## src/rtl/opf_pkg.sv

```systemverilog
package opf_pkg;
    localparam logic [2:0] MODE_IMM  = 3'd0;
    localparam logic [2:0] MODE_REG  = 3'd1;
    localparam logic [2:0] MODE_ABS  = 3'd2;
    localparam logic [2:0] MODE_RIND = 3'd3;
    localparam logic [2:0] MODE_MIND = 3'd4;
    localparam logic [2:0] MODE_IDX  = 3'd5;

    typedef enum logic [2:0] {
        ST_IDLE,
        ST_DECODE,
        ST_PTR,
        ST_FETCH,
        ST_DONE
    } opf_state_e;
endpackage

```

## src/rtl/opf_ea_calc.sv

```systemverilog
module opf_ea_calc
    import opf_pkg::*;
#(
    parameter int AW = 16,
    parameter int DW = 16
) (
    input  logic [2:0]    mode_i,
    input  logic [AW-1:0] cst_i,
    input  logic [DW-1:0] rf_rdata_i,
    output opf_state_e    next_o,
    output logic [AW-1:0] ea_o,
    output logic          ea_valid_o,
    output logic [DW-1:0] operand_o,
    output logic          operand_load_o,
    output logic          err_o
);
    logic [AW-1:0] reg_as_addr;
    assign reg_as_addr = AW'(rf_rdata_i);

    always_comb begin
        next_o         = ST_DONE;
        ea_o           = '0;
        ea_valid_o     = 1'b0;
        operand_o      = '0;
        operand_load_o = 1'b0;
        err_o          = 1'b0;
        case (mode_i)
            MODE_IMM: begin
                operand_o      = DW'(cst_i);
                operand_load_o = 1'b1;
            end
            MODE_REG: begin
                operand_o      = rf_rdata_i;
                operand_load_o = 1'b1;
            end
            MODE_ABS: begin
                ea_o       = cst_i;
                ea_valid_o = 1'b1;
                next_o     = ST_FETCH;
            end
            MODE_RIND: begin
                ea_o       = reg_as_addr;
                ea_valid_o = 1'b1;
                next_o     = ST_FETCH;
            end
            MODE_MIND: begin
                next_o = ST_PTR;
            end
            MODE_IDX: begin
                ea_o       = cst_i + reg_as_addr;
                ea_valid_o = 1'b1;
                next_o     = ST_FETCH;
            end
            default: begin
                err_o = 1'b1;
            end
        endcase
    end
endmodule

```

## src/rtl/opf_seq.sv

```systemverilog
module opf_seq
    import opf_pkg::*;
#(
    parameter int AW   = 16,
    parameter int DW   = 16,
    parameter int RIW  = 4
) (
    input  logic           clk,
    input  logic           rst_n,
    input  logic           start_i,
    input  logic [2:0]     mode_i,
    input  logic [RIW-1:0] reg_idx_i,
    input  logic [AW-1:0]  const_i,
    input  opf_state_e     c_next_i,
    input  logic [AW-1:0]  c_ea_i,
    input  logic           c_ea_valid_i,
    input  logic [DW-1:0]  c_operand_i,
    input  logic           c_operand_load_i,
    input  logic           c_err_i,
    output logic [2:0]     mode_o,
    output logic [AW-1:0]  cst_o,
    output logic [RIW-1:0] rf_raddr_o,
    output logic           mem_req_o,
    output logic [AW-1:0]  mem_addr_o,
    input  logic [DW-1:0]  mem_rdata_i,
    input  logic           mem_ready_i,
    output logic           busy_o,
    output logic           done_o,
    output logic           err_o,
    output logic [DW-1:0]  operand_o,
    output logic [AW-1:0]  ea_o,
    output logic           ea_valid_o
);
    typedef struct packed {
        opf_state_e     state;
        logic [2:0]     mode;
        logic [RIW-1:0] idx;
        logic [AW-1:0]  cst;
        logic [AW-1:0]  ea;
        logic           ea_valid;
        logic [DW-1:0]  operand;
        logic           err;
    } seq_t;

    seq_t r_d, r_q;

    always_comb begin
        r_d = r_q;
        case (r_q.state)
            ST_IDLE: begin
                if (start_i) begin
                    r_d.state    = ST_DECODE;
                    r_d.mode     = mode_i;
                    r_d.idx      = reg_idx_i;
                    r_d.cst      = const_i;
                    r_d.ea       = '0;
                    r_d.ea_valid = 1'b0;
                    r_d.operand  = '0;
                    r_d.err      = 1'b0;
                end
            end
            ST_DECODE: begin
                r_d.state = c_next_i;
                r_d.err   = c_err_i;
                if (c_ea_valid_i) begin
                    r_d.ea       = c_ea_i;
                    r_d.ea_valid = 1'b1;
                end
                if (c_operand_load_i) begin
                    r_d.operand = c_operand_i;
                end
            end
            ST_PTR: begin
                if (mem_ready_i) begin
                    r_d.ea       = AW'(mem_rdata_i);
                    r_d.ea_valid = 1'b1;
                    r_d.state    = ST_FETCH;
                end
            end
            ST_FETCH: begin
                if (mem_ready_i) begin
                    r_d.operand = mem_rdata_i;
                    r_d.state   = ST_DONE;
                end
            end
            default: begin
                r_d.state = ST_IDLE;
            end
        endcase
    end

    always_ff @(posedge clk) begin
        if (!rst_n) begin
            r_q <= '{state: ST_IDLE, mode: '0, idx: '0, cst: '0, ea: '0,
                     ea_valid: 1'b0, operand: '0, err: 1'b0};
        end else begin
            r_q <= r_d;
        end
    end

    assign mode_o     = r_q.mode;
    assign cst_o      = r_q.cst;
    assign rf_raddr_o = r_q.idx;
    assign mem_req_o  = (r_q.state == ST_PTR) || (r_q.state == ST_FETCH);
    assign mem_addr_o = (r_q.state == ST_PTR) ? r_q.cst : r_q.ea;
    assign busy_o     = (r_q.state != ST_IDLE);
    assign done_o     = (r_q.state == ST_DONE);
    assign err_o      = r_q.err;
    assign operand_o  = r_q.operand;
    assign ea_o       = r_q.ea;
    assign ea_valid_o = r_q.ea_valid;

    AST_DONE_ONE_CYCLE: assert property (@(posedge clk) disable iff (!rst_n)
        done_o |=> !done_o);
    AST_REQ_HOLD: assert property (@(posedge clk) disable iff (!rst_n)
        mem_req_o && !mem_ready_i |=> mem_req_o && $stable(mem_addr_o));
    AST_IDLE_NO_REQ: assert property (@(posedge clk) disable iff (!rst_n)
        !busy_o |-> !mem_req_o);
    AST_ERR_NO_EA: assert property (@(posedge clk) disable iff (!rst_n)
        done_o && err_o |-> !ea_valid_o);
    AST_START_IGNORED: assert property (@(posedge clk) disable iff (!rst_n)
        busy_o && !done_o && start_i |=> busy_o);
endmodule

```

## src/rtl/opf_unit.sv

```systemverilog
module opf_unit
    import opf_pkg::*;
#(
    parameter int AW   = 16,
    parameter int DW   = 16,
    parameter int NREG = 16,
    localparam int RIW = $clog2(NREG)
) (
    input  logic           clk,
    input  logic           rst_n,
    input  logic           start_i,
    input  logic [2:0]     mode_i,
    input  logic [RIW-1:0] reg_idx_i,
    input  logic [AW-1:0]  const_i,
    output logic [RIW-1:0] rf_raddr_o,
    input  logic [DW-1:0]  rf_rdata_i,
    output logic           mem_req_o,
    output logic [AW-1:0]  mem_addr_o,
    input  logic [DW-1:0]  mem_rdata_i,
    input  logic           mem_ready_i,
    output logic           busy_o,
    output logic           done_o,
    output logic           err_o,
    output logic [DW-1:0]  operand_o,
    output logic [AW-1:0]  ea_o,
    output logic           ea_valid_o
);
    logic [2:0]    lat_mode;
    logic [AW-1:0] lat_cst;
    opf_state_e    c_next;
    logic [AW-1:0] c_ea;
    logic          c_ea_valid;
    logic [DW-1:0] c_operand;
    logic          c_operand_load;
    logic          c_err;

    opf_ea_calc #(.AW(AW), .DW(DW)) u_calc (
        .mode_i         (lat_mode),
        .cst_i          (lat_cst),
        .rf_rdata_i     (rf_rdata_i),
        .next_o         (c_next),
        .ea_o           (c_ea),
        .ea_valid_o     (c_ea_valid),
        .operand_o      (c_operand),
        .operand_load_o (c_operand_load),
        .err_o          (c_err)
    );

    opf_seq #(.AW(AW), .DW(DW), .RIW(RIW)) u_seq (
        .clk              (clk),
        .rst_n            (rst_n),
        .start_i          (start_i),
        .mode_i           (mode_i),
        .reg_idx_i        (reg_idx_i),
        .const_i          (const_i),
        .c_next_i         (c_next),
        .c_ea_i           (c_ea),
        .c_ea_valid_i     (c_ea_valid),
        .c_operand_i      (c_operand),
        .c_operand_load_i (c_operand_load),
        .c_err_i          (c_err),
        .mode_o           (lat_mode),
        .cst_o            (lat_cst),
        .rf_raddr_o       (rf_raddr_o),
        .mem_req_o        (mem_req_o),
        .mem_addr_o       (mem_addr_o),
        .mem_rdata_i      (mem_rdata_i),
        .mem_ready_i      (mem_ready_i),
        .busy_o           (busy_o),
        .done_o           (done_o),
        .err_o            (err_o),
        .operand_o        (operand_o),
        .ea_o             (ea_o),
        .ea_valid_o       (ea_valid_o)
    );
endmodule

```

## config.mk

```make
export PLATFORM = sky130hd
export DESIGN_NAME = opf_unit
export DESIGN_NICKNAME = d
export VERILOG_FILES = /design/src/rtl/opf_pkg.sv /design/src/rtl/opf_ea_calc.sv /design/src/rtl/opf_seq.sv /design/src/rtl/opf_unit.sv
export SDC_FILE = /design/constraint.sdc
export NUM_CORES = 1
export LEC_CHECK = 0
export ABC_AREA = 1
export BUFFER_PORTS_ARGS = -buffer_cell sky130_fd_sc_hd__buf_2
export CAP_MARGIN = 20
export CELL_PAD_IN_SITES_DETAIL_PLACEMENT = 0
export CELL_PAD_IN_SITES_GLOBAL_PLACEMENT = 1
export CORE_MARGIN = 2
export CORE_UTILIZATION = 37
export CTS_BUF_LIST = sky130_fd_sc_hd__clkbuf_8
export CTS_CLUSTER_DIAMETER = 200
export DETAILED_ROUTE_END_ITERATION = 8
export PLACE_DENSITY = 0.92
export SYNTH_ARGS = -nofsm -noshare
export SYNTH_HDL_FRONTEND = slang
export SYNTH_SLANG_ARGS = --single-unit
```

## constraint.sdc

```tcl
create_clock -name clk -period 2.3 [get_ports clk]
set_input_delay 0 -clock clk [delete_from_list [all_inputs] [get_ports clk]]
set_output_delay 0 -clock clk [all_outputs]
set_load 0.02 [all_outputs]
```

======== Word level (Yosys, flattened, before mapping) ========
Index checks and enable logic that the tools add are counted.
storage, ports and cells
  word-level logic and storage cells ...... 56
  bits in writable memories ............... 0
  ROM bits ................................ 0
  latch bits .............................. 0
  output and inout bits ................... 57
  input bits .............................. 59
  memories ................................ 0
  flip-flop bits (word level) ............. 60
operators by class
  order comparisons ....................... 0
  shifts and indexed selects .............. 0
  add/sub/neg operators ................... 1
  bitwise logic cells ..................... 0
  equality and inequality tests ........... 14
  div/mod/pow operators ................... 0
  reductions and logical operators ........ 15
  multipliers ............................. 0
  muxes and demuxes ....................... 18
operator list
  kind                                                                    count
  16-bit one-hot mux with 3 select lines                                  2
  60-bit 2-to-1 mux                                                       1
  17-bit one-hot mux with 3 select lines                                  1
  16-bit 2-to-1 mux                                                       3
  17-bit 2-to-1 mux                                                       2
  16-bit one-hot mux with 2 select lines                                  1
  16-bit adder                                                            1
  3-bit by 2-bit equality test with 1-bit output (second input constant)  4
  3-bit one-hot mux with 4 select lines                                   1
  2-bit inequality test (second input constant)                           5
  3-bit equality test (second input constant)                             3
  3-bit nonzero test                                                      3
  4-bit AND reduction                                                     2
  3-bit by 1-bit equality test with 1-bit output (second input constant)  2
  3-bit logical NOT                                                       2
  3-bit 2-to-1 mux                                                        2
  3-bit one-hot mux with 2 select lines                                   1
  6-bit OR reduction                                                      1
  2-bit AND reduction                                                     2
  1-bit 2-to-1 mux                                                        3
  3-bit AND reduction                                                     1
  3-bit OR reduction                                                      1
  1-bit one-hot mux with 2 select lines                                   1
  2-bit nonzero test                                                      1
  2 further kinds                                                         2

======== Longest topological paths before layout ========
Gate-level depths: netlist of the first run.
  depth in word-level cells ............... 5
  depth in mapped cells ................... 15
  gate-level depth less buffers ........... 15

======== By module ========
Synthesis of the first run repeated with hierarchy kept, for this count alone.
second synthesis, totals
  cells, all modules ...................... 821
  area, all modules ....................... 4952.2 um2
by module, submodules not included
  module       sequential area each (um2)  instances  cells an instance  area an instance (um2)
  opf_seq      1201.2                      1          521                3412.0
  opf_ea_calc  0.0                         1          300                1540.2

======== Worst setup path after synthesis of the first run ========
OpenSTA, ideal clock, no wires.
  path type ............................... reg2reg
  from .................................... register u_seq.r_q, in the netlist u_seq.cst_o[0]
  to ...................................... register u_seq.r_q, in the netlist u_seq.ea_o[8]
  data required time ...................... 2.168 ns
  period minus slack after synthesis ...... 1.801 ns
  setup slack ............................. 0.499 ns
  cell stages (with the launch flop) ...... 16
  library setup time ...................... 0.132 ns
  buffers on the path ..................... 0
  data arrival time ....................... 1.669 ns
  cells stage by stage .................... dfxtp_1 -> ha_1 -> inv_1 -> fa_1 -> inv_1 -> nand3_1 -> nand3_1 -> nand2_1 -> nand3_1 -> nand2_1 -> nand2_1 -> nor2_1 -> o21ai_0 -> nand2_1 -> nand2_1 -> a21oi_1
on the way
  word-level cells in the longest chain between the ends .. 4
RTL lines
  element                                 RTL line           source
  from (decl)                             opf_seq.sv:45      seq_t r_d, r_q;
  from (signal assigned)                  opf_seq.sv:94      r_q <= '{state: ST_IDLE, mode: '0, idx: '0, cst: '0, ea: '0,
  from (signal assigned)                  opf_seq.sv:97      r_q <= r_d;
  16-bit adder                            opf_ea_calc.sv:50  ea_o = cst_i + reg_as_addr;
  16-bit one-hot mux with 3 select lines  opf_ea_calc.sv:27  case (mode_i)
  17-bit 2-to-1 mux                       opf_seq.sv:65      if (c_ea_valid_i) begin
  17-bit one-hot mux with 3 select lines  opf_seq.sv:49      case (r_q.state)
No other way between the ends. The select of a mux whose other input is x is not followed.
A chain may end at the register's enable or synchronous reset.

======== Final worst setup path of the first run ========
  from .................................... register u_seq.r_q[57] (netlist name)
  to ...................................... register u_seq.r_q, in the netlist u_seq.operand_o[3]
on the way
  word-level cells in the longest chain between the ends .. 3
  elaborated cells between the ends (all ways) .. 9
  classes of those cells .................. eq/ne (5); mux (1); reduce/logical (3)
RTL lines
  element                                                                       RTL line
  3-bit by 1-bit equality test with 1-bit output, or another cell as far along  opf_seq.sv:49
  2-bit inequality test (no line) or 3-bit nonzero test (tied branches)         n/a
  4-bit AND reduction (no line)                                                 n/a
Parallel ways exist; a longest one is shown, timed or not.

==> results of run 1 <==
## metrics by stage
step           worst slack [ps]  instance area (um2)
2_1_floorplan             498.5                 4272
3_3_place_gp              355.1                 4760
3_5_place_dp              317.8                 4760
4_1_cts                   275.6                 5191
5_1_grt                   80.31                 5191
6_report                  244.8                 5191
## where the power goes
part,internal (mW),leakage (nW),switching [mW]
registers,1.16,0.491,0.0926
clock network,0.497,0.0968,0.477
logic,0.447,2.02,0.898
total,2.10,2.60,1.47
## metal layers
layer | routed length (um) | global-route usage | part of all wire
met5 | 0 | 0 | 0
met3 | 1191 | 0.03974 | 0.085
met4 | 297 | 0.06667 | 0.021
met1 | 6226 | 0.3139 | 0.44
met2 | 6281 | 0.3736 | 0.45
## state kept, by name (all words and copies together), names as in the netlist
name,count
u_seq.r_q,3
u_seq.rf_raddr_o,4
u_seq.ea_o,16
u_seq.ea_valid_o,1
u_seq.cst_o,16
u_seq.operand_o,16
u_seq.mode_o,3
u_seq.err_o,1
## synth_stat cells
| master | n |
|---|---|
| a21oi_1 | 65 |
| a22o_1 | 4 |
| a22oi_1 | 18 |
| a31oi_1 | 2 |
| and2_1 | 1 |
| buf_2 | 3 |
| buf_4 | 36 |
| buf_6 | 1 |
| clkbuf_1 | 22 |
| clkinv_1 | 1 |
| clkinv_2 | 1 |
| dfxtp_1 | 60 |
| fa_1 | 1 |
| ha_1 | 15 |
| inv_1 | 83 |
| inv_2 | 8 |
| nand2_1 | 201 |
| nand2_4 | 1 |
| nand3_1 | 28 |
| nand3b_1 | 2 |
| nand4_1 | 2 |
| nor2_1 | 28 |
| nor2_2 | 4 |
| nor3_1 | 4 |
| nor3_4 | 1 |
| nor3b_1 | 1 |
| nor4_1 | 1 |
| o2111ai_2 | 1 |
| o21ai_0 | 59 |
| o21ai_1 | 4 |
| o22ai_1 | 21 |
| o31ai_1 | 1 |
| or2_1 | 1 |
| or2_2 | 2 |
| xnor2_1 | 1 |
| xor2_1 | 1 |
## critical path, stage by stage, from the launching register on
cell and delay (ps):
dfxtp_1 430, inv_1 70, nor2_2 110, inv_2 60, nor2_2 160, buf_4 220
o31ai_1 100, nor2_2 300, buf_4 260, o21ai_0 90, a21oi_1 180
## timing repair
| action | in CTS | in global routing |
|---|---|---|
| hold endpoints to repair | 24 | 0 |
| buffers inserted | 0 | 0 |
| gates resized for setup | 0 | 0 |
| hold buffers | 24 | 0 |
## cell families (layout without fill, tap and decap cells)
kind of cell             count (synthesis)  in the layout  share of synthesized area
AND/OR/NAND/NOR                        277            277                     0.2665
AO/OA/AOI/OAI                          175            175                     0.2288
XOR/XNOR                                 2              2                   0.004102
adder cells (fa/ha/maj)                 16             16                    0.04862
flip-flops                              60             60                     0.2812
buffers and inverters                  155            263                     0.1708
## final cells by class
class                           instances  area (um2)  area share
Tap cell                              143       178.9     0.03447
Timing Repair Buffer                  154       928.4      0.1788
Clock buffer                            9       123.9     0.02386
Inverter                               93       350.3     0.06749
Multi-Input combinational cell        470        2341      0.4510
Sequential cell                        60        1201      0.2314
Clock inverter                          7       67.56     0.01302
## cell usage in the layout, fill, tap and decap left out, drive strengths merged, types with 3 or more instances in the layout
cell type      n
nor2          32
a22o           4
nor3           5
nand2        202
clkbuf         9
o22ai         21
o21ai         63
buf          130
a21oi         65
or2            3
dlygate4sd3   24
ha            15
dfxtp         60
inv           93
nand3         28
clkinv         4
a22oi         18
## how the worst max path moves through the flow
stage,from,endpoint,slack [ps]
detailed placement,u_seq.r_q[57],u_seq.operand_o[3],320
finish,u_seq.r_q[57],u_seq.operand_o[3],240
floorplan,u_seq.cst_o[0],u_seq.ea_o[8],500
global route,u_seq.cst_o[12],u_seq.ea_o[13],80
global placement,u_seq.r_q[57],u_seq.operand_o[8],360
CTS,u_seq.r_q[57],u_seq.operand_o[3],280
==> results.md, run 1 <==
* Register area share after synthesis at 0.2812
* Hold Path Sink: u_seq.r_q[58]
* Reg-to-Reg End: u_seq.operand_o[3]
* Leakage at 2.604 nW
* Tot Pwr at 3.568 mW
* Final hold vios at 0
* Inst Count DP at 896
* Number of buffers added on ports at 115
* Initial core utilization at 0.3773
* Syn Area/Cell at 6.236 um2
* Fmax at 486.6 MHz
* Worst hold margin at 7.199 ps
* Final ANT Viol Nets at 0
* DR WL/cell at 14.95 um
* Vias in the first global route at 4577
* Largest net degree at the start of global routing at 34
* Critical Setup Path Class: register to register
* Synth unique cells at 36
* Layout cells sized above 1 at 0.2055
* Filler cells at 1259
* Worst R2R Start: u_seq.r_q[57]
* Global route total overflow at 0
* Startpoint types: register
* Area of the core at 0.01132 mm2
* Area share of the largest cell type after synthesis at 0.2812
* Routed vias/inst at 5.109
* Post-Syn Instances at 685
* Gr usage total at 0.2296
* # Max-Cap Violations at 0
* GP Congestion at 0.8752
* Final setup violating endpoints at 0
* First-pass GRT wire length at 23040 um
* Total wire length at 14000 um
* Setup TNS at 0 ps
* Ys Warns at 0
* Slew HR at 0.5755
* Detailed-route via count at 4782
* Chip width at 111.4 um
* Post-route insts no fill at 936
* Layout Utilization at 0.4586
* Pwr per Cell Area at 687.3 mW/mm2
* Status: finished, final reports clean
* Die Ht at 111.4 um
* Synth Register Bits at 60
* WHS Path Cells at 4
* Clk buf depth at 2
* Iter 0 DRT Violations at 275
* Final period util at 0.8936
* Leading area contributor after synthesis: dfxtp_1
* Unrepaired setup endpoints after global routing: no
* Num CTS Buffers at 9
* Die ar. at 0.01242 mm2
* Area grow syn2layout at 21.53%
* Crit path DAT at 2320 ps
* R2R depth at 10
* Largest cells by area after synthesis: dfxtp_1 28%, nand2_1 18%, a21oi_1 7.6%
* TritonRoute pass-1 iters at 5
* Min-Delay Path Class: primary input to register
* Row count at 39
* Initial antenna violation count at 0
* Critical path fanouts, max at 14
* Clock Skews at 11.15 ps
* Final #Nets at 863
* FF-to-FF setup slack at 240 ps
* Mapped Nets at 760
* DRC viols at 0
* Top-Level Pins at 116
* Clock Root Buffer: clkbuf_8
* Min Tclk post-route at 2055 ps
* Reg clk slew, reported paths at 80 ps
* Worst Path Required at 2570 ps
* Estimated wirelength of the detail-placed design at 10660 um
* Worst slew pin tran at 635.2 ps
* Ant. Diodes at 0
* Peak VDD IR at 333.3 uV
* Setup crit end kind: register
* Mapped Area at 0.004272 mm2
* Final slew viol count at 0
* Clock latency on the worst-skew pair at 340 ps
* CTS tree: built
* Clk sinks at 60
* H-tree depth at 3
* Min-delay src: mem_ready_i
Note: power is estimated with default switching activity, not from simulation.
==> inputs of run 2 (changes only) <==
- CORE_UTILIZATION: 37 -> 32
- PLACE_DENSITY: 0.92 -> 0.83
- SLEW_MARGIN: unset -> 25
==> run 2 against run 1 <==
  * Combinational power about the same
  * Largest cell class unchanged
  * Register-to-register slack improved by 30 ps
  * Wire length increased by 3.2%
  * Clock-buffer cell count is the same
  * First-iteration DRC count rose by 35%
  * Sequential share of layout area decreased by 0.67 points
  * Worst hold slack improved by 18 ps
  * Die area rose by 15%
  * Final area rose by 3.0%
  * Highest routed layer unchanged
==> results.md, run 2 (synthesized netlist as in run 1, its figures left out) <==
* Leakage at 2.647 nW
* Clk buf depth at 2
* Worst hold margin at 25.12 ps
* Tot Pwr at 3.624 mW
* Initial antenna violation count at 0
* Most frequent cells in the layout: 201 x nand2_1, 115 x buf_2, 83 x inv_1, 65 x a21oi_1, 60 x dfxtp_1
* Die Ht at 119.5 um
* Critical Setup Path Class: register to register
* Reg-to-Reg End: u_seq.ea_o[8]
* Min-Delay Path Class: primary input to register
* Routed vias/inst at 4.914
* Startpoint types: register
* Chip width at 119.5 um
* Vias in the first global route at 4507
* Min Tclk post-route at 2023 ps
* Status: finished, final reports clean
* M2 GR Usage at 0.3261
* Min-delay src: mem_rdata_i[7]
* Final ANT Viol Nets at 0
* Ant. Diodes at 0
* Cells along the critical path: ha_1, inv_1, fa_1, inv_1, nand3_1, nand3_1, nand2_1, nand3_1, nand2_1, nand2_1, nor2_1, o21ai_0, nand2_1, nand2_1, a21oi_1
* DRC viols at 0
* Initial core utilization at 0.3251
* Area grow syn2layout at 25.13%
* Critical path fanouts, max at 4
* Die ar. at 0.01429 mm2
* Inst Count DP at 930
* Total wire length at 14450 um
* Final setup violating endpoints at 0
* First-pass GRT wire length at 22860 um
* Clock latency on the worst-skew pair at 350 ps
* Hold Path Sink: u_seq.ea_o[7]
* Worst R2R Start: u_seq.cst_o[0]
* CP startpoint: u_seq.cst_o[0]
* Worst slew pin tran at 626.8 ps
* Reg clk slew, reported paths at 80 ps
* Top-Level Pins at 116
* Worst path most repeated cell: nand2_1
* Worst Path Required at 2540 ps
* Pwr per Cell Area at 678.1 mW/mm2
* Final period util at 0.8795
* Clock Root Buffer: clkbuf_8
* Setup TNS at 0 ps
* Largest net degree at the start of global routing at 34
* Unrepaired setup endpoints after global routing: no
* Detailed-route via count at 4811
* DP Worst Slack at 309.7 ps
* Slowest-stage cell, CP: fa_1
* PnR worst setup slack at 277.0 ps
* CTS resizes at 0
* Setup crit end kind: register
* R2R depth at 15
* DR WL/cell at 14.75 um
* GP Congestion at 0.9038
* Crit path DAT at 2260 ps
* Slew HR at 0.5811
* Gr usage total at 0.2048
* Grt met1 use at 0.2818
* CP peak stage delay at 370 ps
* Number of buffers added on ports at 115
* Post-route insts no fill at 979
* Row count at 42
* Num CTS Buffers at 9
* Peak VDD IR at 387.8 uV
* WHS Path Cells at 5
* Final #Nets at 873
* H-tree depth at 3
* Final hold vios at 0
* Clock Skews at 10.63 ps
* FF-to-FF setup slack at 280 ps
* Estimated wirelength of the detail-placed design at 11030 um
* Clk sinks at 60
* Area of the core at 0.01314 mm2
* Final slew viol count at 0
* TritonRoute pass-1 iters at 5
* Iter 0 DRT Violations at 372
* # Max-Cap Violations at 0
* CTS tree: built
* M3 GR Usage at 0.03945
* Filler cells at 1443
* Commonest non-fill, non-tap cell in the layout: nand2_1
* Setup bufs post-CTS at 0
* Layout cells sized above 1 at 0.2055
* Most used routing layer: met2
* Global route total overflow at 0
* Fmax at 494.3 MHz
[run 2: power breakdown]
part           internal (mW)  switching [mW]
registers               1.16          0.0843
clock network          0.519           0.498
logic                  0.465           0.902
total                   2.14            1.48
[run 2: worst max path at each step]
stage / endpoint / slack [ps] / cells after the start
after global placement: u_seq.ea_o[8] / 350 / 15
after detailed placement: u_seq.ea_o[8] / 310 / 15
after floorplan: u_seq.ea_o[8] / 500 / 15
final: u_seq.ea_o[8] / 280 / 15
after global routing: u_seq.ea_o[6] / 70 / 13
after CTS: u_seq.ea_o[8] / 300 / 15
[run 2: layout make-up]
cell class	count	area (um2)	share of cell area
clock buffer	9	123.9	0.02317
sequential	60	1201	0.2247
tap	176	220.2	0.04120
clock inverter	7	82.58	0.01545
inverter	93	350.3	0.06554
timing repair buffer	164	1026	0.1919
multi-input combinational	470	2341	0.4380
[run 2: critical path: cells and delay by family (launching register included)]
kind	cells	cell delay (ps)
adders and majority gates	2	530
AOI/OAI and AO/OA	2	200
DFF	1	330
and+or+nand+nor	9	680
buffers and inverters	2	160
[run 2: repair_timing]
action                     CTS  global route
hold buffers                33             0
hold endpoints to repair    33             0
setup endpoints to repair    0             0
[run 2: metal layers]
layer | vias to the layer above | routed length, um
li1 | 2424 | -
met2 | 200 | 6365
met1 | 2166 | 6782
met5 | - | 0
met3 | 21 | 1028
met4 | 0 | 268
[run 2: metrics by stage]
step           utilization  instance area, um2
2_1_floorplan            -                4272
3_3_place_gp        0.3660                4808
3_5_place_dp        0.3660                4808
4_1_cts             0.4069                5345
5_1_grt             0.4069                5345
6_report            0.4069                5345
==> inputs of run 3 (changes only) <==
- PLACE_DENSITY: 0.83 -> 0.81
- SYNTH_HIERARCHICAL: unset -> 1
==> run 3 against run 2 <==
  * Core utilization shrank 3.1 points
  * Combinational power grew 120%
  * Worst setup slack lost 41 ps
  * Sequential share of layout area shrank 1.4 points
  * Non-clock buffer count shrank 10
  * Via count grew 5.8%
  * First-iteration DRC count grew 9.1%
  * Die area grew 15%
  * Wire length grew 8.5%
  * Largest power group unchanged
==> results.md, run 3 <==
* Status: finished, final reports clean
* Hold Path Sink: u_seq/cst_o[2]
* Vias in the first global route at 4709
* Gr usage total at 0.1903
* Post-route insts no fill at 1090
* Leakage at 3.073 nW
* Clock Root Buffer: clkbuf_8
* Synth unique cells at 38
* Commonest non-fill, non-tap cell in the layout: nand2_1
* Detailed-route via count at 5091
* Sw Pwr at 2.672 mW
* Final setup violating endpoints at 0
* Num CTS Buffers at 9
* Startpoint types: register
* Worst path most repeated cell: nand3_1
* Routed vias/inst at 4.671
* Clock Skews at 4.582 ps
* Most frequent cells in the layout: 215 x nand2_1, 134 x inv_1, 115 x buf_2, 100 x nor2_1, 60 x dfxtp_1
* Peak VDD IR at 634.4 uV
* Final slew viol count at 0
* Top-Level Pins at 116
* Setup bufs post-CTS at 0
* Final hold vios at 0
* Min Tclk post-route at 2064 ps
* Initial antenna violation count at 1
* Area grow syn2layout at 15.06%
* Slowest-stage cell, CP: dfxtp_1
* R2R depth at 15
* Clock latency on the worst-skew pair at 340 ps
* Chip width at 128.4 um
* Iter 0 DRT Violations at 406
* Setup TNS at 0 ps
* Leading area contributor after synthesis: dfxtp_1
* CP peak stage delay at 380 ps
* Register area share after synthesis at 0.2425
* Mapped Area at 0.004952 mm2
* Cells along the critical path: ha_1, inv_1, fa_1, inv_1, nand3_1, nand3_1, nand3_1, nand3_1, nand2_1, nand3_1, nand2_1, nand2_1, o21ai_0, nor2_1, nor2_1
* Worst slew pin tran at 669.7 ps
* Area share of the largest cell type after synthesis at 0.2425
* Most frequent cells after synthesis: 215 x nand2_1, 132 x inv_1, 100 x nor2_1
* Crit path DAT at 2310 ps
* Largest net degree at the start of global routing at 51
* Total wire length at 15670 um
* WHS Path Cells at 3
* Fmax at 484.4 MHz
* Clock power share at 0.168
* EDFF count, synth at 0
* DR WL/cell at 14.38 um
* Pwr per Cell Area at 966.6 mW/mm2
* Pint at 2.836 mW
* Die Ht at 128.4 um
* TritonRoute pass-1 iters at 7
* First-pass GRT wire length at 24250 um
* Final period util at 0.8975
* Syn Area/Cell at 6.032 um2
* DRC viols at 0
* Reg clk slew, reported paths at 70 ps
* Critical path fanouts, max at 4
* Reg-to-Reg End: u_seq/ea_o[12]
* GP Congestion at 0.8604
* FF-to-FF setup slack at 240 ps
* H-tree depth at 3
* Logic pwr share at 0.546
* Layout cells sized above 1 at 0.1942
* Inst Count DP at 1051
* Slew HR at 0.5536
* Final ANT Viol Nets at 0
* Most frequent cell after synthesis: nand2_1
* Largest cells by area after synthesis: dfxtp_1 24%, nand2_1 16%, inv_1 10%
* # Max-Cap Violations at 0
* Number of buffers added on ports at 115
* Unrepaired setup endpoints after global routing: no
* Most common flop cell mapped by yosys: dfxtp_1
* Critical Setup Path Class: register to register
* Min-delay src: const_i[2]
* Mapped Nets at 896
* Clk sinks at 60
* Worst R2R Start: u_seq/cst_o[0]
* Die ar. at 0.01649 mm2
* Area of the core at 0.01515 mm2
* Post-Syn Instances at 821
* Clk buf depth at 2
* Ys async rst share at 0
* Ys Warns at 6
* Tot Pwr at 5.508 mW
* Estimated wirelength of the detail-placed design at 11900 um
* Min-Delay Path Class: primary input to register
* Initial core utilization at 0.3270
* Reg power frac at 0.286
* Worst Path Required at 2540 ps
* Setup crit end kind: register
* Row count at 45
* Final #Nets at 971
* Switching share of total power at 0.4852
* Global route total overflow at 0
* CTS tree: built
* Synth Register Bits at 60
run 3: cell count changes after synthesis, sizes merged, moves of 4 or more:
cell	change
nand3	+12
buf	+40
nor2	+72
o22ai	-5
nand2	+16
o21ai	-8
a22oi	-7
a21oi	-15
clkbuf	-12
a22o	-4
inv	+47
run 3: worst max path at each step:
stage	start	endpoint	slack [ps]	depth (start not counted)
finish	u_seq/cst_o[0]	u_seq/ea_o[12]	240	15
global route	u_seq/cst_o[0]	u_seq/ea_o[12]	3	15
detailed placement	u_seq/cst_o[0]	u_seq/ea_o[12]	280	15
floorplan	u_seq/cst_o[0]	u_seq/ea_o[12]	420	16
global placement	u_seq/cst_o[0]	u_seq/ea_o[12]	310	15
CTS	u_seq/cst_o[0]	u_seq/ea_o[12]	270	15
run 3: final cells by class:
class                           instances  area, um2
Sequential cell                        60       1201
Timing Repair Buffer                  154      960.9
Clock buffer                            9      123.9
Clock inverter                          7      60.06
Multi-Input combinational cell        532       2590
Inverter                              139      524.3
Antenna cell                            1      2.502
Fill cell                            1707       9448
Tap cell                              188      235.2
run 3: metal layers:
metal / share of wire / GRT usage / routed length (um) / vias to the layer above
met5: 0 / 0 / 0 / -
met4: 0.028 / 0.06852 / 443 / 0
met3: 0.060 / 0.04033 / 944 / 24
met2: 0.48 / 0.3332 / 7561 / 173
met1: 0.43 / 0.2300 / 6726 / 2252
li1: - / - / - / 2642
run 3: stage by stage:
stage / hold slack, ps / util / setup WS (ps) / area, um2
2_1_floorplan: 162.8 / - / 418.1 / 4952
3_3_place_gp: 270.3 / 0.3494 / 307.2 / 5291
3_5_place_dp: 278.6 / 0.3494 / 277.8 / 5291
4_1_cts: 6.362 / 0.3760 / 273.6 / 5695
5_1_grt: 44.34 / 0.3762 / 2.873 / 5698
6_report: 25.56 / 0.3762 / 235.7 / 5698
run 3: cell families after synthesis:
family                   count (synthesis)  share of synthesized area
AND/OR/NAND/NOR                        379                     0.3239
XOR/XNOR                                 3                   0.005307
AO/OA/AOI/OAI                          134                     0.1518
adder cells (fa/ha/maj)                 16                    0.04194
flip-flops                              60                     0.2425
buffers and inverters                  229                     0.2345
run 3: critical path, delay by kind of cell, from the launching register on:
| kind | cells | cell delay, ps |
|---|---|---|
| and+or+nand+nor | 10 | 810 |
| adders and majority gates | 2 | 540 |
| DFF | 1 | 380 |
| buffers and inverters | 2 | 170 |
| AOI/OAI and AO/OA | 1 | 70 |
run 3: power groups by stage:
stage	registers, mW	logic (mW)	clock network [mW]
2_1_floorplan	1.48	2.51	0
3_3_place_gp	1.60	2.96	0
3_5_place_dp	1.61	2.97	0
4_1_cts	1.58	3.01	0.953
5_1_grt	1.62	3.37	0.983
6_report	1.58	3.01	0.926
run 3: timing repair:
item                                    CTS  global route
endpoints found under the setup margin    0             0
hold endpoints to repair                 22             0
hold buffers                             22             0
gates resized for setup                   0             0
